$ cat src/rtl/cfg_load_pkg.sv
`timescale 1ns/1ps
package cfg_load_pkg;

  typedef enum logic [1:0] {
    OP_NONE = 2'b00,
    OP_HALT = 2'b01,
    OP_LIVE = 2'b10,
    OP_EXIT = 2'b11
  } op_e;

  typedef enum logic [2:0] {
    ST_XFER,
    ST_FIN,
    ST_RUN,
    ST_ERASE,
    ST_HLOAD,
    ST_LIVE
  } st_e;

  // true when an index is the final word of an array of the given depth
  function automatic logic at_end(input int unsigned idx, input int unsigned depth);
    return idx == depth - 1;
  endfunction

  // blocked window: erase or any part of the transfer
  function automatic logic is_blocked(input st_e s);
    return (s == ST_XFER) || (s == ST_FIN) || (s == ST_ERASE);
  endfunction

endpackage

$ cat src/rtl/cfg_seq.sv
`timescale 1ns/1ps
module cfg_seq
  import cfg_load_pkg::*;
#(
  parameter int DEPTH = 64,
  localparam int AW = $clog2(DEPTH)
) (
  input  logic          clk,
  input  logic          rst_n,
  input  logic [1:0]    cmd_op,
  input  logic          wr_en,
  output logic [AW-1:0] cnt,
  output logic          erase_we,
  output logic          xfer_we,
  output logic          wr_ok,
  output logic          busy,
  output logic          done,
  output logic          err,
  output logic          out_en
);

  st_e  state;
  op_e  op;
  logic halt_rej;
  logic wr_block;

  assign op       = op_e'(cmd_op);
  assign wr_block = wr_en && is_blocked(state);
  assign halt_rej = (state == ST_LIVE) && (op == OP_HALT);

  always_ff @(posedge clk or negedge rst_n) begin
    if (!rst_n) begin
      state <= ST_XFER;
      cnt   <= '0;
      err   <= 1'b0;
    end else begin
      case (state)
        ST_XFER: begin
          cnt <= cnt + 1'b1;
          if (at_end(int'(cnt), DEPTH)) begin
            cnt   <= '0;
            state <= ST_FIN;
          end
        end
        ST_FIN:  state <= ST_RUN;
        ST_RUN: begin
          if (op == OP_HALT) begin
            state <= ST_ERASE;
            cnt   <= '0;
            err   <= 1'b0;
          end else if (op == OP_LIVE) begin
            state <= ST_LIVE;
            err   <= 1'b0;
          end
        end
        ST_ERASE: begin
          cnt <= cnt + 1'b1;
          if (at_end(int'(cnt), DEPTH)) begin
            cnt   <= '0;
            state <= ST_HLOAD;
          end
        end
        ST_HLOAD, ST_LIVE: begin
          if (op == OP_EXIT) begin
            state <= ST_XFER;
            cnt   <= '0;
          end
        end
        default: state <= ST_XFER;
      endcase
      if (wr_block) err <= 1'b1;
    end
  end

  assign erase_we = (state == ST_ERASE);
  assign xfer_we  = (state == ST_XFER);
  assign wr_ok    = wr_en && ((state == ST_HLOAD) || (state == ST_LIVE));
  assign busy     = (state == ST_XFER) || (state == ST_ERASE);
  assign done     = (state == ST_FIN);
  assign out_en   = (state == ST_RUN) || (state == ST_LIVE);


  done_pulse_chk: assert property (@(posedge clk) disable iff (!rst_n)
    done |=> !done);


  oe_after_done_chk: assert property (@(posedge clk) disable iff (!rst_n)
    $rose(out_en) |-> $past(done));


  halt_reject_chk: assert property (@(posedge clk) disable iff (!rst_n)
    halt_rej |=> (state == ST_LIVE));


  erase_span_chk: assert property (@(posedge clk) disable iff (!rst_n)
    $fell(erase_we) |-> ($past(cnt) == AW'(DEPTH - 1)));

endmodule

$ cat src/rtl/cfg_store.sv
`timescale 1ns/1ps
module cfg_store #(
  parameter int DW    = 16,
  parameter int DEPTH = 64,
  localparam int AW = $clog2(DEPTH)
) (
  input  logic          clk,
  input  logic          erase_we,
  input  logic [AW-1:0] erase_addr,
  input  logic          wr_ok,
  input  logic [AW-1:0] wr_addr,
  input  logic [DW-1:0] wr_data,
  input  logic [AW-1:0] rd_addr,
  output logic [DW-1:0] rd_data
);

  // kept across reset: this array models the retained configuration
  logic [DW-1:0] mem [DEPTH];

  always_ff @(posedge clk) begin
    if (erase_we)   mem[erase_addr] <= '1;
    else if (wr_ok) mem[wr_addr]    <= wr_data;
  end

  assign rd_data = mem[rd_addr];

endmodule

$ cat src/rtl/cfg_active.sv
`timescale 1ns/1ps
module cfg_active #(
  parameter int DW    = 16,
  parameter int DEPTH = 64,
  localparam int AW = $clog2(DEPTH)
) (
  input  logic          clk,
  input  logic          rst_n,
  input  logic          ld,
  input  logic [AW-1:0] ld_addr,
  input  logic [DW-1:0] ld_data,
  input  logic [AW-1:0] sel_addr,
  output logic [DW-1:0] sel_data
);

  logic [DW-1:0] act [DEPTH];

  for (genvar i = 0; i < DEPTH; i++) begin : g_word
    always_ff @(posedge clk or negedge rst_n) begin
      if (!rst_n)                              act[i] <= '0;
      else if (ld && (ld_addr == AW'(i)))      act[i] <= ld_data;
    end
  end

  assign sel_data = act[sel_addr];

endmodule

$ cat src/rtl/cfg_load_ctrl.sv
`timescale 1ns/1ps
module cfg_load_ctrl #(
  parameter int DW    = 16,
  parameter int DEPTH = 64,
  localparam int AW = $clog2(DEPTH)
) (
  input  logic          clk,
  input  logic          rst_n,
  input  logic [1:0]    cmd_op,
  input  logic          wr_en,
  input  logic [AW-1:0] wr_addr,
  input  logic [DW-1:0] wr_data,
  input  logic [AW-1:0] act_addr,
  output logic [DW-1:0] act_word,
  output logic          busy,
  output logic          done,
  output logic          err,
  output logic          out_en
);

  logic [AW-1:0] cnt;
  logic          erase_we;
  logic          xfer_we;
  logic          wr_ok;
  logic [DW-1:0] xfer_data;

  cfg_seq #(.DEPTH(DEPTH)) u_seq (
    .clk(clk), .rst_n(rst_n), .cmd_op(cmd_op), .wr_en(wr_en),
    .cnt(cnt), .erase_we(erase_we), .xfer_we(xfer_we), .wr_ok(wr_ok),
    .busy(busy), .done(done), .err(err), .out_en(out_en)
  );

  cfg_store #(.DW(DW), .DEPTH(DEPTH)) u_store (
    .clk(clk), .erase_we(erase_we), .erase_addr(cnt),
    .wr_ok(wr_ok), .wr_addr(wr_addr), .wr_data(wr_data),
    .rd_addr(cnt), .rd_data(xfer_data)
  );

  cfg_active #(.DW(DW), .DEPTH(DEPTH)) u_active (
    .clk(clk), .rst_n(rst_n), .ld(xfer_we), .ld_addr(cnt),
    .ld_data(xfer_data), .sel_addr(act_addr), .sel_data(act_word)
  );


  live_hold_chk: assert property (@(posedge clk) disable iff (!rst_n)
    out_en |-> !xfer_we);


  blocked_wr_chk: assert property (@(posedge clk) disable iff (!rst_n)
    busy |-> !wr_ok);


  halt_quiet_chk: assert property (@(posedge clk) disable iff (!rst_n)
    erase_we |-> !out_en);


  err_sticky_chk: assert property (@(posedge clk) disable iff (!rst_n)
    (err && busy) |=> err);

endmodule

$ cat config.mk
export PLATFORM = sky130hd
export DESIGN_NAME = cfg_load_ctrl
export DESIGN_NICKNAME = d
export VERILOG_FILES = /design/src/rtl/cfg_load_pkg.sv /design/src/rtl/cfg_seq.sv /design/src/rtl/cfg_store.sv /design/src/rtl/cfg_active.sv /design/src/rtl/cfg_load_ctrl.sv
export SDC_FILE = /design/constraint.sdc
export NUM_CORES = 2
export LEC_CHECK = 0
export ABC_AREA = 1
export BUFFER_PORTS_ARGS = -buffer_cell sky130_fd_sc_hd__buf_2
export CORE_MARGIN = 5
export CORE_UTILIZATION = 50
export CTS_CLUSTER_DIAMETER = 120
export CTS_CLUSTER_SIZE = 30
export DETAILED_ROUTE_END_ITERATION = 7
export GPL_TIMING_DRIVEN = 1
export HOLD_SLACK_MARGIN = 0.06
export PLACE_DENSITY_LB_ADDON = 0.05
export SYNTH_ARGS = -nofsm -noshare
export SYNTH_HDL_FRONTEND = slang
export SYNTH_SLANG_ARGS = --single-unit
$ cat constraint.sdc
create_clock -name clk -period 3.74 [get_ports clk]
set_clock_uncertainty 0.15 [all_clocks]
set_input_delay 0.187 -clock clk [delete_from_list [all_inputs] [get_ports clk]]
set_output_delay 0.187 -clock clk [all_outputs]
set_load 0.05 [all_outputs]
==> flow_metrics.tcl <==
set metrics [dict create \
    clk_latency_ps 760 \
    fin_hold_ws_ps 162 \
    finalPower_mw 61.9 \
    p_per_area_mw_per_mm2 614 \
    synthMostInstantiatedCell "nand2_1" \
    r2r-start "u_seq.cnt[0]" \
    drtAntennaViolNets 0 \
    start_kind "register" \
    finalCriticalPeriod_ps 3570 \
    setup_viol 0 \
    fin_crit_sh_pct 95.5 \
    die-area_mm2 0.198 \
    gr-usage-all-layers_pct 30.0 \
    path_cells "inv_8, buf_12, nand2_1, nand3_1, nand2_1, nand2_1, nand2_1, nor2_1, nor2_1, nor2_1, nand2_4, buf_12, nand2_1, nand2_1" \
    ys_seq_elements 2058 \
    area_growth_pct 6.83 \
    worstHoldStart "wr_data[11]" \
    initial_core_util_pct 50.2 \
    p_switching_mw 26.2 \
    p_sw_share_pct 42.3 \
    drtIter0Drc 8592 \
    cp_max_fo 68 \
    num_rows 159 \
    grt_max_degree 153 \
    vias 74372 \
    die_width_um 444 \
    antenna_found_initial 8 \
    yosys_warnings 0 \
    yosysUniqueCellTypes 26 \
    cp-end-kind "register" \
    synth_top_area_share_pct 32.6 \
    cpMostUsedCell "nand2_1" \
    fin_tns_setup_ps 0 \
    core_mm2 0.188 \
    async_flop_share_pct 50.2 \
    tritoncts "done" \
    overflow 0 \
    power.leakage_nw 49.3 \
    outcome "finished clean" \
    clk_path_buf_depth 3 \
    sequentialPowerShare_pct 42.7 \
    cp.arrival_ps 4070 \
    max_stage_delay_ps 620 \
    grt_pass1_wl_mm 454 \
    io_buffers 52 \
    wl_per_cell_um 21.9 \
    cts_buffers 78 \
    relSlewSlack_pct 17.2 \
    dp_hpwl_mm 179 \
    wl_mm 300 \
    ctsHtreeMaxLevel 3 \
    nets 11203 \
    drive_gt1_share_pct 5.20 \
    yosysTopAreaCell "edfxtp_1" \
    clkTransAtPathRegs_ps 120 \
    cpMaxStageDelayCell "dfrtp_4" \
    required_ps 4240 \
    postSynthNetCount 11396 \
    hp-class "input pin to register" \
    vdd_drop_max_uv 1300 \
    fill_cells 17548 \
    avgSynthCellArea_um2 8.31 \
    io_pins 53 \
    grt_pass1_vias 70376 \
    cts_sinks 2058 \
    drc_errors 0 \
    internal_power_mw 35.7 \
    die_h_um 444 \
    synth_area_mm2 0.0944 \
    synth_edf_count 1024 \
    firstDrtPassIters 6 \
    combPwrFrac_pct 39.1 \
    root_buffer "clkbuf_16" \
    tightest_slew_ps 1240 \
    synthFlopType "dfrtp_1" \
    synth_seq_area_share_pct 60.0 \
    viasPerCell 5.43 \
    drv_slew 0 \
    crit_start "u_seq.cnt[0]" \
    postSynthCellCount 11356 \
    critPathKind "register to register" \
    gp_congestion 0.905 \
    hold_viol 0 \
    rsz0062_at_grt "false" \
    clkPwrFrac_pct 18.2 \
    max_cap_viol_count 0 \
    synthTopCellsByArea "edfxtp_1 33%, dfrtp_1 27%, nand2_1 22%" \
    fmax_ghz 0.280 \
    synthTopCellsByCount "5629 x nand2_1, 1034 x dfrtp_1, 1024 x edfxtp_1" \
]
[registers in the layout, indices dropped and copies added (netlist names)]
signal	count
u_seq.state	3
u_seq.err	1
u_store.mem	1024
u_seq.cnt	6
u_active.act	1024
[power groups by stage]
stage,logic (mW),clock network [mW],registers (mW)
2_1_floorplan,14.4,0,26.6
6_report,24.2,11.2,26.4
3_5_place_dp,23.8,0,26.9
4_1_cts,23.9,11.5,26.4
3_3_place_gp,23.7,0,26.8
5_1_grt,25.9,12.2,26.6
[cells in the final DEF, fill, tap and decap left out, types with 4 or more instances in the layout]
master and n:
diode_2 6, o21ai_0 433, nor2_2 60, inv_1 891, clkbuf_1 36, buf_12 91
or2_4 6, buf_2 32, nand2_1 5629, buf_4 245, nand3_1 683, nor2_1 609
clkbuf_16 81, inv_2 20, nand2_4 16, o22ai_1 160, or2_2 10, edfxtp_1 1024
nor3_1 5, nor3_2 4, dlygate4sd3_1 9, dfrtp_1 1032, a21oi_1 85, ha_1 7
o21ai_1 13
[critical path, delay by kind of cell (launching register included)]
| family | cells | cell delay (ps) |
|---|---|---|
| simple gates | 11 | 1700 |
| buf+inv | 3 | 880 |
| flops | 1 | 620 |
[final cells by class]
cell class	count	area (um^2)	area share, %
sequential	2058	56600	56.2
clock inverter	2	38.8	0.0385
antenna	6	15.0	0.0149
timing repair buffer	381	3980	3.95
clock buffer	118	2170	2.15
multi-input combinational	7726	31400	31.1
inverter	918	3480	3.45
tap	2495	3120	3.10
[final timing paths]
path	slack [ps]	depth (start not counted)	end
setup / recovery	170	14	u_active.act[524]
hold / removal	160	2	u_store.mem[55][11]
setup reg to reg	170	14	u_active.act[524]
hold reg to reg	340	2	u_active.act[90]
max in group asynchronous	1800	4	u_active.act[326]
min in group asynchronous	620	4	u_seq.err
[metal layers]
metal	vias up	wire length (um)	global-route usage (%)
met5	-	13	0
met4	2	11000	10.5
met3	388	22400	4.17
met2	2829	135000	46.3
met1	36284	132000	44.0
li1	34869	-	-
[through the flow]
step | setup WS [ps] | utilization [%] | cells | instance area, um^2
2_1_floorplan | 431 | - | 11356 | 94400
3_3_place_gp | 18.3 | 52.4 | 13568 | 98500
3_5_place_dp | 49.7 | 52.4 | 13568 | 98500
4_1_cts | 22.3 | 53.7 | 13698 | 101000
5_1_grt | 47.6 | 53.7 | 13703 | 101000
6_report | 170 | 53.7 | 13704 | 101000
[logic make-up (layout without fill, tap and decap cells)]
| family | Yosys count | after routing | synth area share, % |
|---|---|---|---|
| fa+ha+maj | 7 | 7 | 0.0928 |
| simple gates | 7026 | 7026 | 29.1 |
| flops | 2058 | 2058 | 60.0 |
| other cells | 0 | 6 | 0 |
| compound gates | 693 | 693 | 3.89 |
| buf+inv | 1572 | 1419 | 6.88 |
[timing repair]
| action | in CTS | in global routing |
|---|---|---|
| buffers inserted | 0 | 0 |
| gates resized for setup | 0 | 3 |
| endpoints found under the hold margin | 1038 | 0 |
| endpoints found under the setup margin | 0 | 108 |
| hold buffers | 10 | 0 |
Power figures use the tool's default switching activity.
